===== src/rtl/arb_pkg.sv =====
package arb_pkg;

  typedef enum logic [1:0] {
    W_NONE  = 2'd0,
    W_LEFT  = 2'd1,
    W_RIGHT = 2'd2
  } winner_e;

  localparam int NUM_PORTS = 2;
  localparam int P_LEFT    = 0;
  localparam int P_RIGHT   = 1;

  // datapath -> control: compare results
  typedef struct packed {
    logic                 collide;
    logic [NUM_PORTS-1:0] start;
  } cmpStatus_t;

  // control -> datapath: write inhibit strobes
  typedef struct packed {
    logic [NUM_PORTS-1:0] blk;
  } inhibit_t;

endpackage


===== src/rtl/arb_datapath.sv =====
module arb_datapath
  import arb_pkg::*;
#(
  parameter int ADDR_W = 14
) (
  input  logic              clk,
  input  logic              rstN,
  input  logic              leftEn,
  input  logic              leftWe,
  input  logic [ADDR_W-1:0] leftAddr,
  input  logic              rightEn,
  input  logic              rightWe,
  input  logic [ADDR_W-1:0] rightAddr,
  input  inhibit_t          inhibit,
  output cmpStatus_t        status,
  output logic              leftWriteGo,
  output logic              rightWriteGo
);

  logic [NUM_PORTS-1:0] portEn;
  logic [NUM_PORTS-1:0] portWe;
  logic [ADDR_W-1:0]    portAddr [NUM_PORTS];
  logic [NUM_PORTS-1:0] startVec;
  logic [NUM_PORTS-1:0] goVec;

  assign portEn[P_LEFT]    = leftEn;
  assign portEn[P_RIGHT]   = rightEn;
  assign portWe[P_LEFT]    = leftWe;
  assign portWe[P_RIGHT]   = rightWe;
  assign portAddr[P_LEFT]  = leftAddr;
  assign portAddr[P_RIGHT] = rightAddr;

  for (genvar p = 0; p < NUM_PORTS; p++) begin : g_port
    logic              enQ;
    logic [ADDR_W-1:0] addrQ;

    always_ff @(posedge clk or negedge rstN) begin
      if (!rstN) begin
        enQ   <= 1'b0;
        addrQ <= '0;
      end else begin
        enQ   <= portEn[p];
        addrQ <= portAddr[p];
      end
    end

    // a fresh access: enabled now, and idle or elsewhere last cycle
    assign startVec[p] = portEn[p] && !(enQ && (addrQ == portAddr[p]));
    assign goVec[p]    = portEn[p] && portWe[p] && !inhibit.blk[p];
  end

  assign status.collide = leftEn && rightEn && (leftAddr == rightAddr);
  assign status.start   = startVec;
  assign leftWriteGo    = goVec[P_LEFT];
  assign rightWriteGo   = goVec[P_RIGHT];

endmodule


===== src/rtl/arb_control.sv =====
module arb_control
  import arb_pkg::*;
(
  input  logic       clk,
  input  logic       rstN,
  input  logic       masterMode,
  input  cmpStatus_t status,
  input  logic       leftBusyIn,
  input  logic       rightBusyIn,
  output logic       leftBusyOut,
  output logic       rightBusyOut,
  output inhibit_t   inhibit
);

  winner_e              winnerQ;
  winner_e              winnerD;
  logic [NUM_PORTS-1:0] masterBusy;
  logic [NUM_PORTS-1:0] slaveBusy;

  always_comb begin
    winnerD = W_NONE;
    if (status.collide) begin
      unique case (status.start)
        2'b00:   winnerD = (winnerQ == W_RIGHT) ? W_RIGHT : W_LEFT;
        2'b01:   winnerD = W_RIGHT;  // left fresh, right held
        2'b10:   winnerD = W_LEFT;   // right fresh, left held
        default: winnerD = W_LEFT;   // tie goes left
      endcase
    end
  end

  always_ff @(posedge clk or negedge rstN) begin
    if (!rstN) winnerQ <= W_NONE;
    else       winnerQ <= winnerD;
  end

  assign masterBusy[P_LEFT]  = (winnerD == W_RIGHT);
  assign masterBusy[P_RIGHT] = (winnerD == W_LEFT);
  assign slaveBusy[P_LEFT]   = leftBusyIn;
  assign slaveBusy[P_RIGHT]  = rightBusyIn;

  assign inhibit.blk  = masterMode ? masterBusy : slaveBusy;
  assign leftBusyOut  = masterMode && masterBusy[P_LEFT];
  assign rightBusyOut = masterMode && masterBusy[P_RIGHT];

endmodule


===== src/rtl/collision_busy_arbiter.sv =====
module collision_busy_arbiter
  import arb_pkg::*;
#(
  parameter int ADDR_W = 14
) (
  input  logic              clk,
  input  logic              rstN,
  input  logic              masterMode,
  input  logic              leftEn,
  input  logic              leftWe,
  input  logic [ADDR_W-1:0] leftAddr,
  input  logic              rightEn,
  input  logic              rightWe,
  input  logic [ADDR_W-1:0] rightAddr,
  input  logic              leftBusyIn,
  input  logic              rightBusyIn,
  output logic              leftBusyOut,
  output logic              rightBusyOut,
  output logic              leftWriteGo,
  output logic              rightWriteGo
);

  cmpStatus_t status;
  inhibit_t   inhibit;

  arb_datapath #(.ADDR_W(ADDR_W)) u_dp (
    .clk         (clk),
    .rstN        (rstN),
    .leftEn      (leftEn),
    .leftWe      (leftWe),
    .leftAddr    (leftAddr),
    .rightEn     (rightEn),
    .rightWe     (rightWe),
    .rightAddr   (rightAddr),
    .inhibit     (inhibit),
    .status      (status),
    .leftWriteGo (leftWriteGo),
    .rightWriteGo(rightWriteGo)
  );

  arb_control u_ctl (
    .clk         (clk),
    .rstN        (rstN),
    .masterMode  (masterMode),
    .status      (status),
    .leftBusyIn  (leftBusyIn),
    .rightBusyIn (rightBusyIn),
    .leftBusyOut (leftBusyOut),
    .rightBusyOut(rightBusyOut),
    .inhibit     (inhibit)
  );

endmodule


===== config.mk =====
export PLATFORM = sky130hd
export DESIGN_NAME = collision_busy_arbiter
export DESIGN_NICKNAME = d
export VERILOG_FILES = /design/src/rtl/arb_pkg.sv /design/src/rtl/arb_datapath.sv /design/src/rtl/arb_control.sv /design/src/rtl/collision_busy_arbiter.sv
export SDC_FILE = /design/constraint.sdc
export NUM_CORES = 1
export LEC_CHECK = 0
export BUFFER_PORTS_ARGS = -buffer_cell sky130_fd_sc_hd__clkbuf_2
export CAP_MARGIN = 10
export CORE_MARGIN = 1
export CORE_UTILIZATION = 38
export DETAILED_ROUTE_END_ITERATION = 8
export PLACE_DENSITY = 0.61
export SYNTH_ARGS = -nofsm -noshare
export SYNTH_HDL_FRONTEND = slang
export SYNTH_SLANG_ARGS = --single-unit

===== constraint.sdc =====
create_clock -name clk -period 1.7 [get_ports clk]
set_input_delay 0.17 -clock clk [delete_from_list [all_inputs] [get_ports clk]]
set_output_delay 0.17 -clock clk [all_outputs]
set_load 0.01 [all_outputs]

Yosys cells after proc, flatten, opt, wreduce, memory -nomap -nowiden
Cells that the tools add are included.
Widths: inputs -> output; s select.
{ "totals": {"reg_bits": 32, "latchBits": 0, "mem_bits_rw": 0, "rom_bits": 0, "in_bits": 37, "output_inout_bits": 4, "elab_cells": 33, "mem_count": 0} }
{ "classes": {"n_addsub": 0, "n_mul": 0, "div_mod_pow": 0, "n_lt_le_gt_ge": 0, "n_eq_ne": 7, "n_shift": 0, "n_mux": 4, "n_bitwise": 0, "reduce_logical": 17} }
{ "op_table": {"columns": ["operator", "n"], "rows": [
  ["$eq 14x14->1", 3],
  ["$logic_and 1x1->1", 12],
  ["$mux 2", 3],
  ["$eq 2x1->1 const B", 2],
  ["$eq 2x2->1 const B", 2],
  ["$logic_not 1->1", 4],
  ["$pmux 2 s2", 1],
  ["$logic_not 2->1", 1]
]} }

Logic depth before layout (Yosys ltp)
Gate-level depths: netlist of run 1.
{ "depth": {"ltp_word": 11, "ltp_mapped": 6, "mapped_depth_nobuf": 6} }

Cells and area by module
From an unflattened synthesis of run 1, not the netlist that was laid out.
{ "unflattened": {"cells_unflattened": 106, "area_unflattened_um2": 1360.1} }
{ "modules_own_cells": {"columns": ["mod", "instances", "cells_each", "area_per_inst_um2", "seq_area_each_um2"], "rows": [
  ["arb_datapath", 1, 92, 1234.9, 750.7],
  ["arb_control", 1, 14, 125.1, 50.0]
]} }

Least setup slack after synthesis of run 1
Ideal clock, no wire load.
{ "synth_path": {"kind": "register to output", "start": "reg u_dp.g_port[1].addrQ[8]", "end": "out leftBusyOut", "arrival_ns": 1.611, "setup_slack_ns": -0.081, "path_stages_with_launch": 7, "cell_sequence": "dfrtp_1 > xor2_1 > nor4_1 > nand4_1 > o31a_1 > nor3_4 > and2_1"} }
{ "synth_via": {"elab_chain_len": 9} }
{ "synth_lines": {"columns": ["item", "line_no", "source"], "rows": [
  ["start, declared", "arb_datapath.sv:35", "logic [ADDR_W-1:0] addrQ;"],
  ["start signal, assigned", "arb_datapath.sv:43", "addrQ <= portAddr[p];"],
  ["$eq 14x14->1 *", "arb_datapath.sv:48", "assign startVec[p] = portEn[p] && !(enQ && (addrQ == portAddr[p]));"],
  ["$logic_and 1x1->1 *", "arb_datapath.sv:48", null],
  ["$logic_not 1->1 *", "arb_datapath.sv:48", null],
  ["$logic_and 1x1->1 *", "arb_datapath.sv:48", null],
  ["$eq 2x1->1 / $logic_not 2->1 (equally long branches)", "arb_control.sv:23", "unique case (status.start)"],
  ["$pmux 2 s2 *", "arb_control.sv:23", null],
  ["$mux 2 *", "arb_control.sv:22", "if (status.collide) begin"],
  ["$eq 2x2->1 *", "arb_control.sv:37", "assign masterBusy[P_LEFT] = (winnerD == W_RIGHT);"],
  ["$logic_and 1x1->1 *", "arb_control.sv:43", "assign leftBusyOut = masterMode && masterBusy[P_LEFT];"],
  ["end, declared", "collision_busy_arbiter.sv:17", "output logic leftBusyOut,"]
]} }
Every way passes the cells marked *; elsewhere a longest branch is shown, timed or not.

Worst setup path in the final report of run 1
Ends and elaborated chain as after synthesis.

==> impl_metrics.env, run 1 <==
export IMPL_violations="negative setup slack"
export IMPL_drtIter0Drc=15
export IMPL_cp_max_fo=5
export IMPL_final_cells=234
export IMPL_num_io_pins=41
export IMPL_synth_compound_area_share_pct=3.170
export IMPL_port_buffers=40
export IMPL_muxShareOfSynthArea_pct=0
export IMPL_layout_nets=225
export IMPL_clock_path_buffers=2
export IMPL_grt_setup_unrepaired="yes"
export IMPL_grt_max_degree=33
export IMPL_dr_pass1_iters=4
export IMPL_end_kind="output pin"
export IMPL_power_density_nw_per_um2=735.5
export IMPL_setup_viol=4
export IMPL_drc=0
export IMPL_synthCells=107
export IMPL_clock_latency_ns=0.33
export IMPL_yosysWarnings=0
export IMPL_crit_buf_inv=1
export IMPL_cp_slowest_cell="dfrtp_1"
export IMPL_layout_setup_ws_ns=-0.4523
export IMPL_cts_setup_buffers=0
export IMPL_timing_worst_setup_path_type="flip-flop to output pin"
export IMPL_track_usage_pct=17.45
export IMPL_synth_top_area_share_pct=57.97
export IMPL_yosys_area_share_adder_pct=0
export IMPL_cpLargestDelayFamily="simple AND/OR/NAND/NOR gates"
export IMPL_critPathMaxStageDelay_ns=0.38
export IMPL_fmax_ghz=0.4646
export IMPL_die_width_um=62.29
export IMPL_synth_yosys_seq_area_share_pct=57.97
export IMPL_synth_area_leaders="dfrtp_1 58%, xnor2_1 18%, xor2_1 8.2%, nand4_1 3.2%, nor4_1 1.8%"
export IMPL_cp_start_kind="flip-flop"
export IMPL_max_slew_margin_pct=47.93
export IMPL_nFillCells=308
export IMPL_path_clk_slew_ns=0.09
export IMPL_synthXorXnorAreaFrac_pct=26.63
export IMPL_gp_congestion=0.8305
export IMPL_num_rows=21
export IMPL_regArea_um2=800.8
export IMPL_die_h_um=62.29
export IMPL_path_cells="xor2_1 > nor4_1 > nand4_1 > o31a_1 > nor3_4 > and2_4 > buf_6"
export IMPL_hp_class="input pin to flip-flop"
export IMPL_dp_hpwl_um=2229
export IMPL_syn_cell_area_um2=1381
export IMPL_hold_viol=0
export IMPL_cts_tree="done"
export IMPL_area_growth_synth_to_final_pct=44.75
export IMPL_grt_pass1_vias=1083
export IMPL_ys_ff_latch=32
export IMPL_cts_sinks=32
export IMPL_cap_violations=0
export IMPL_yosys_area_share_simple_pct=11.68
export IMPL_antenna_cells=0
export IMPL_maxSlewViolCount=0
export IMPL_viasPerCell=4.509
export IMPL_finalCriticalPeriod_ns=2.152
export IMPL_ant_nets=0
export IMPL_grt_overflow_total=0
export IMPL_syn_nets=144
export IMPL_tightest_slew_ns=0.7811
export IMPL_htree_levels=2
export IMPL_finalCritPeriodShare_pct=126.6
export IMPL_vdd_drop_max_mv=0.4601
export IMPL_dp_cells=207
export IMPL_wl_um=2938
export IMPL_status="finished with violations"
export IMPL_multi_input_area_um2=575.6
export IMPL_synth_cell_types=19
export IMPL_place_ws_ns=-0.1425
export IMPL_drt_wirelength_per_cell_um=12.56
export IMPL_core_area_um2=3416
export IMPL_grt_antenna_before_repair=0
export IMPL_yosysTopAreaCell="dfrtp_1"
export IMPL_crit_arrival_ns=1.98
export IMPL_final_layout_size_suffix_gt1_share_pct=33.51
export IMPL_leakage_nw=0.8988
export IMPL_skew_ns=0.003298
export IMPL_root_buffer="clkbuf_4"
export IMPL_die_area_um2=3880
export IMPL_vias=1055
export IMPL_cts_inserted_buffers=5
export IMPL_synth_top_family_by_area="XOR/XNOR gates"
export IMPL_required_ns=1.53
export IMPL_synth_area_per_cell_um2=12.91
export IMPL_initial_core_util_pct=40.44
export IMPL_grt_pass1_wl_um=5030
==> worst register-to-register path, cell delays in order (launching register included) <==
cell	delay, ns
dfrtp_1	0.38
xor2_1	0.14
nor4_1	0.27
nand4_1	0.12
o31a_1	0.28
nor3_4	0.19
buf_4	0.15
and2_1	0.10
==> power breakdown <==
part,leakage (nW),switching (mW),internal [mW]
Combinational,0.493,0.119,0.147
Sequential,0.378,0.0163,0.797
Clock,0.0281,0.240,0.152
Total,0.899,0.375,1.10
==> kinds of logic (layout without fill, tap and decap cells) <==
group                     count (synthesis)  after routing
and+or+nand+nor                          24             24
AOI/OAI and AO/OA                         7              7
xor gates and xnor gates                 42             42
buffers and inverters                     2             83
DFF                                      32             32
==> per-layer routing <==
metal  GRT usage (%)  part of all wire (%)  up-vias
met4           8.721                   1.9        0
met1           22.77                    46      500
met2           26.51                    48       26
met3           4.963                   4.5        7
li1                -                     -      522
met5               0                     0        -
==> final timing paths <==
path	cells after the start	end	startpoint	slack, ns
setup / recovery	7	leftBusyOut	u_dp.g_port[1].addrQ[8]	-0.45
hold / removal	2	u_dp.g_port[1].addrQ[10]	rightAddr[10]	0.07
setup reg to reg	7	u_ctl.winnerQ[1]	u_dp.g_port[1].addrQ[8]	0.01
hold reg to reg	4	u_ctl.winnerQ[0]	u_ctl.winnerQ[1]	0.91
max in group asynchronous	2	u_dp.g_port[1].addrQ[1]	rstN	0.76
min in group asynchronous	2	u_dp.g_port[0].addrQ[2]	rstN	0.45
==> synthesized netlist by cell type <==
library cell   n
nand4_1        7
and3_1         1
nor2b_1        1
nand4_4        1
dfrtp_1       32
xnor2_1       29
inv_1          2
nor2_1         1
xor2_1        13
nand2_1        3
nor4_1         4
o21a_1         1
and2_1         2
nor3_1         2
a21o_1         1
o31a_1         1
a21oi_1        4
nor3_4         1
nand3_1        1
==> flip-flops by register name, indices dropped and copies added, names as in the netlist <==
name	cells
u_dp.g_port.enQ	2
u_ctl.winnerQ	2
u_dp.g_port.addrQ	28
==> cell type report <==
class,instances,share of cell area (%)
Sequential cell,32,40.05
Multi-Input combinational cell,73,28.79
Timing Repair Buffer,74,25.59
Tap cell,46,2.879
Clock buffer,6,2.065
Inverter,2,0.3755
Clock inverter,1,0.2503
==> through the flow <==
stage / util (%) / power (mW) / hold slack, ns / area [um2] / TNS, ns
after CTS: 58.06 / 1.484 / 0.006182 / 1983 / -1.861
final: 58.53 / 1.471 / 0.07151 / 1999 / -1.684
after detailed placement: 51.14 / 1.063 / 0.2844 / 1747 / -0.4393
after global routing: 58.53 / 1.555 / 0.05424 / 1999 / -2.626
after floorplan: - / 0.9306 / -0.1256 / 1384 / 0
after global placement: 51.14 / 1.058 / 0.2779 / 1747 / -0.3271
==> layout by cell type (no fill, tap or decap), drive strengths merged, types with 2 or more instances in the layout <==
cell type	n
nor3	3
nor4	4
dfrtp	32
inv	2
xnor2	29
nand4	8
a21oi	4
nand2	3
dlygate4sd3	20
buf	16
xor2	13
clkbuf	44
and2	2
==> what timing repair did <==
item	CTS	global route
hold endpoints to repair	50	1
gates resized for setup	0	3
hold buffers	19	1
pin swaps	6	1
endpoints found under the setup margin	5	6
Note: power is estimated with default switching activity, not from simulation.
==> run 2, diff against run 1 <==
--- a/config.mk
+++ b/config.mk
@@ -10,5 +10,6 @@
 export CORE_MARGIN = 1
-export CORE_UTILIZATION = 38
+export CORE_UTILIZATION = 45
+export CTS_CLUSTER_DIAMETER = 60
 export DETAILED_ROUTE_END_ITERATION = 8
-export PLACE_DENSITY = 0.61
+export PLACE_DENSITY = 0.71
 export SYNTH_ARGS = -nofsm -noshare
==> constraint.sdc (replaced) <==
create_clock -name clk -period 1.7 [get_ports clk]
set_input_delay 0.34 -clock clk [delete_from_list [all_inputs] [get_ports clk]]
set_output_delay 0.34 -clock clk [all_outputs]
set_load 0.01 [all_outputs]
==> impl_metrics.env, run 2 (synthesis gave the netlist of run 1 again) <==
export IMPL_cp_start_kind="flip-flop"
export IMPL_viasPerCell=4.842
export IMPL_hold_viol=0
export IMPL_root_buffer="clkbuf_4"
export IMPL_die_area_um2=3295
export IMPL_p_clk_share_pct=27.2
export IMPL_intPower_mw=1.073
export IMPL_cts_tree="done"
export IMPL_num_rows=19
export IMPL_status="finished with violations"
export IMPL_cts_inserted_buffers=5
export IMPL_path_clk_slew_ns=0.09
export IMPL_final_common_cell="clkbuf_2"
export IMPL_max_flop_register="u_dp.g_port.addrQ"
export IMPL_swShare_pct=25.67
export IMPL_wl_um=2735
export IMPL_end_kind="output pin"
export IMPL_largest_reg_flops=28
export IMPL_crit_arrival_ns=2.00
export IMPL_dp_cells=196
export IMPL_track_usage_pct=20.26
export IMPL_die_width_um=57.41
export IMPL_tightest_slew_ns=0.3979
export IMPL_cp_max_fo=5
export IMPL_core_area_um2=2829
export IMPL_final_cell_mix="36 x clkbuf_2, 32 x dfrtp_1, 29 x xnor2_1"
export IMPL_final_cells=203
export IMPL_reg_top3="u_dp.g_port.addrQ x28, u_ctl.winnerQ x2, u_dp.g_port.enQ x2"
export IMPL_cts_setup_buffers=0
export IMPL_drt_wirelength_per_cell_um=13.47
export IMPL_vdd_drop_max_mv=0.4626
export IMPL_num_io_pins=41
export IMPL_htree_levels=2
export IMPL_fmax_ghz=0.4275
export IMPL_pwr_share_seq_pct=56.3
export IMPL_area_growth_synth_to_final_pct=31.43
export IMPL_max_slew_margin_pct=73.47
export IMPL_grt_overflow_total=0
export IMPL_regArea_um2=800.8
export IMPL_grt_pass1_vias=1112
export IMPL_combPwrFrac_pct=16.5
export IMPL_violations="negative setup slack"
export IMPL_setup_viol=5
export IMPL_nFillCells=231
export IMPL_die_h_um=57.41
export IMPL_skew_ns=0.007727
export IMPL_multi_input_area_um2=580.6
export IMPL_setup_tns_ns=-2.439
export IMPL_timing_worst_setup_path_type="flip-flop to output pin"
export IMPL_maxSlewViolCount=0
export IMPL_finalCritPeriodShare_pct=137.6
export IMPL_grt_antenna_before_repair=0
export IMPL_drtIter0Drc=10
export IMPL_required_ns=1.36
export IMPL_clock_latency_ns=0.33
export IMPL_power_net_switching_mw=0.3706
export IMPL_ant_nets=0
export IMPL_cts_sinks=32
export IMPL_finalCriticalPeriod_ns=2.339
export IMPL_postCtsHoldBufs=0
export IMPL_power_density_nw_per_um2=795.4
export IMPL_gp_congestion=0.8432
export IMPL_antenna_cells=0
export IMPL_final_layout_size_suffix_gt1_share_pct=39.53
export IMPL_cap_violations=0
export IMPL_leakage_nw=0.8355
export IMPL_layout_setup_ws_ns=-0.6393
export IMPL_port_buffers=40
export IMPL_clock_path_buffers=2
export IMPL_drc=0
export IMPL_post_route_util_pct=64.18
export IMPL_dp_hpwl_um=2270
export IMPL_vias=983
export IMPL_initial_core_util_pct=48.83
export IMPL_layout_nets=209
export IMPL_dr_pass1_iters=4
export IMPL_grt_pass1_wl_um=4843
export IMPL_grt_max_degree=33
export IMPL_hp_class="input pin to async pin"
export IMPL_grt_setup_unrepaired="yes"
[run 2: critical path, cell delays in order (launching register included)]
cell     delay (ns)
dfrtp_1        0.38
xor2_1         0.15
nor4_1         0.28
nand4_1        0.12
o31a_1         0.28
nor3_4         0.19
and2_4         0.18
buf_6          0.09
[run 2: power groups by stage]
stage | combinational, mW | clock (mW) | sequential [mW]
floorplan | 0.105 | 0 | 0.826
global placement | 0.238 | 0 | 0.827
detailed placement | 0.243 | 0 | 0.829
CTS | 0.244 | 0.412 | 0.814
global route | 0.266 | 0.438 | 0.817
finish | 0.238 | 0.392 | 0.813
[run 2: metal layers]
layer,GRT usage [%],vias to the layer above,wire [um]
li1,-,489,-
met1,25.82,451,1199
met2,32.06,36,1326
met4,9.756,0,63
met3,5.442,7,146
met5,0,-,0
[run 2: stage by stage]
stage               setup slack [ns]  cell area [um2]  hold slack, ns  power, mW
finish                       -0.6393             1815         0.01593      1.444
global route                 -0.7183             1815         0.03678      1.521
CTS                          -0.6847             1809         0.01556      1.470
detailed placement           -0.4284             1763          0.3806      1.072
global placement             -0.4251             1763          0.3752      1.065
floorplan                    -0.1088             1389         0.04441     0.9310
[run 2: cell type report]
| type | instances | share of cell area (%) |
|---|---|---|
| sequential | 32 | 44.11 |
| multi-input combinational | 73 | 31.98 |
| timing repair buffer | 58 | 18.81 |
| clock buffer | 6 | 2.274 |
| tap | 31 | 2.136 |
| inverter | 2 | 0.4135 |
| clock inverter | 1 | 0.2757 |
[run 2: worst paths after layout]
path / startpoint / endpoint / slack, ns / cells after the start
worst max register to register: u_dp.g_port[1].addrQ[10] / u_ctl.winnerQ[1] / 0 / 7
worst max-delay path: u_dp.g_port[1].addrQ[10] / leftBusyOut / -0.64 / 7
worst min-delay path: rstN / u_dp.g_port[1].addrQ[2] / 0.02 / 2
min in group clk: leftAddr[9] / u_dp.g_port[0].addrQ[9] / 0.17 / 1
max in group asynchronous: rstN / u_dp.g_port[0].addrQ[12] / 1.39 / 2
worst min register to register: u_ctl.winnerQ[1] / u_ctl.winnerQ[0] / 0.95 / 4
[run 2: timing repair]
item / 4_1_cts / 5_1_grt
endpoints found under the hold margin: 0 / 0
setup endpoints to repair: 5 / 6
gates resized for setup: 0 / 5
pin swaps: 2 / 2
==> run 3, diff against run 2 <==
Settings changed: REMOVE_ABC_BUFFERS from default to 1.
==> impl_metrics.env, run 3 (synthesis gave the netlist of run 1 again) <==
export IMPL_status="finished with violations"
export IMPL_violations="design-rule violations, negative setup slack"
export IMPL_cts_sinks=32
export IMPL_tightest_slew_ns=0.4350
export IMPL_nFillCells=226
export IMPL_hp_class="input pin to async pin"
export IMPL_die_h_um=57.41
export IMPL_cp_start_kind="flip-flop"
export IMPL_largest_reg_flops=28
export IMPL_grt_pass1_wl_um=4926
export IMPL_track_usage_pct=21.17
export IMPL_htree_levels=2
export IMPL_setup_viol=5
export IMPL_grt_max_degree=33
export IMPL_vias=1036
export IMPL_regArea_um2=800.8
export IMPL_cap_violations=0
export IMPL_num_rows=19
export IMPL_timing_worst_setup_path_type="flip-flop to output pin"
export IMPL_reg_top3="u_dp.g_port.addrQ x28, u_ctl.winnerQ x2, u_dp.g_port.enQ x2"
export IMPL_r2r_cells=7
export IMPL_initial_core_util_pct=48.83
export IMPL_final_common_cell="clkbuf_2"
export IMPL_leakage_nw=0.8538
export IMPL_multi_input_area_um2=586.8
export IMPL_final_layout_size_suffix_gt1_share_pct=40.91
export IMPL_path_clk_slew_ns=0.10
export IMPL_max_slew_margin_pct=70.74
export IMPL_area_growth_synth_to_final_pct=33.97
export IMPL_clock_path_buffers=2
export IMPL_layout_setup_ws_ns=-0.6226
export IMPL_ant_nets=0
export IMPL_rrSetupSlack_ns=-0.03
export IMPL_drtIter0Drc=24
export IMPL_cts_tree="done"
export IMPL_fmax_ghz=0.4306
export IMPL_setup_tns_ns=-2.408
export IMPL_num_io_pins=41
export IMPL_maxSlewViolCount=0
export IMPL_wl_um=3036
export IMPL_grt_overflow_total=0
export IMPL_finalCritPeriodShare_pct=136.6
export IMPL_power_density_nw_per_um2=816.9
export IMPL_regToRegStartpoint="u_dp.g_port[1].addrQ[10]"
export IMPL_hold_viol=0
export IMPL_dr_pass1_iters=6
export IMPL_port_buffers=40
export IMPL_die_width_um=57.41
export IMPL_skew_ns=0.005820
export IMPL_finalCriticalPeriod_ns=2.323
export IMPL_clock_latency_ns=0.33
export IMPL_antenna_cells=0
export IMPL_grt_pass1_vias=1122
export IMPL_root_buffer="clkbuf_4"
export IMPL_post_route_util_pct=65.41
export IMPL_cts_inserted_buffers=5
export IMPL_required_ns=1.36
export IMPL_layout_nets=212
export IMPL_max_flop_register="u_dp.g_port.addrQ"
export IMPL_final_cell_mix="37 x clkbuf_2, 32 x dfrtp_1, 29 x xnor2_1"
export IMPL_end_kind="output pin"
export IMPL_critPathLaunch="u_dp.g_port[1].addrQ[10]"
export IMPL_gp_congestion=0.8646
export IMPL_die_area_um2=3295
export IMPL_grt_antenna_before_repair=0
export IMPL_drt_wirelength_per_cell_um=14.67
export IMPL_grt_setup_unrepaired="yes"
export IMPL_crit_arrival_ns=1.98
export IMPL_core_area_um2=2829
export IMPL_vdd_drop_max_mv=0.5109
export IMPL_viasPerCell=5.005
export IMPL_cp_max_fo=5
export IMPL_dp_hpwl_um=2348
export IMPL_drc=1
[run 3: changes by cell type in the layout (fill, tap and decap cells not counted), sizes merged]
cell and change:
buf +2, clkinv -1, clkbuf +3
[run 3: critical path, stage by stage (launching register included)]
cell and delay [ns]:
dfrtp_1 0.39, xor2_1 0.15, nor4_1 0.27, nand4_1 0.11
o31a_1 0.28, nor3_4 0.18, and2_1 0.15, buf_2 0.12
[run 3: final cells by class]
cell class,count,area share [%]
Timing Repair Buffer,61,19.34
Inverter,2,0.4057
Clock buffer,8,3.178
Multi-Input combinational cell,73,31.71
Tap cell,31,2.096
Sequential cell,32,43.27
[run 3: through the flow]
stage / cell area [um2] / hold slack [ns] / setup WS [ns] / cells / power [mW]
after floorplan: 1381 / 0.04441 / -0.2514 / 107 / 0.9308
after global placement: 1778 / 0.3742 / -0.4345 / 199 / 1.071
after detailed placement: 1778 / 0.3869 / -0.4728 / 199 / 1.080
after CTS: 1837 / 0.02914 / -0.6667 / 207 / 1.528
after global routing: 1851 / 0.03608 / -0.7478 / 207 / 1.596
final: 1851 / 0.01208 / -0.6226 / 207 / 1.512
[run 3: what timing repair did]
action / CTS / global route
gates resized for setup: 0 / 6
hold buffers: 0 / 0
buffers inserted: 1 / 1
pin swaps: 6 / 2
endpoints found under the setup margin: 6 / 6
[run 3: worst paths after layout]
path / endpoint
min in group clk: u_dp.g_port[0].addrQ[12]
worst max register to register: u_ctl.winnerQ[1]
max in group asynchronous: u_dp.g_port[1].addrQ[13]
worst min-delay path: u_dp.g_port[0].addrQ[7]
worst max-delay path: leftBusyOut
worst min register to register: u_ctl.winnerQ[0]
[run 3: per-layer routing]
metal / part of all wire (%) / vias to the layer above / GRT usage [%]
li1: - / 495 / -
met1: 42 / 495 / 25.93
met2: 50 / 36 / 33.06
met3: 5.0 / 10 / 6.576
met4: 3.1 / 0 / 12.20
met5: 0 / - / 0
[run 3: report_power, final]
part / switching, mW / leakage [nW] / total, mW / internal, mW
clock network: 0.241 / 0.0326 / 0.445 / 0.204
logic: 0.124 / 0.444 / 0.253 / 0.129
registers: 0.0169 / 0.378 / 0.814 / 0.797
total: 0.382 / 0.854 / 1.51 / 1.13
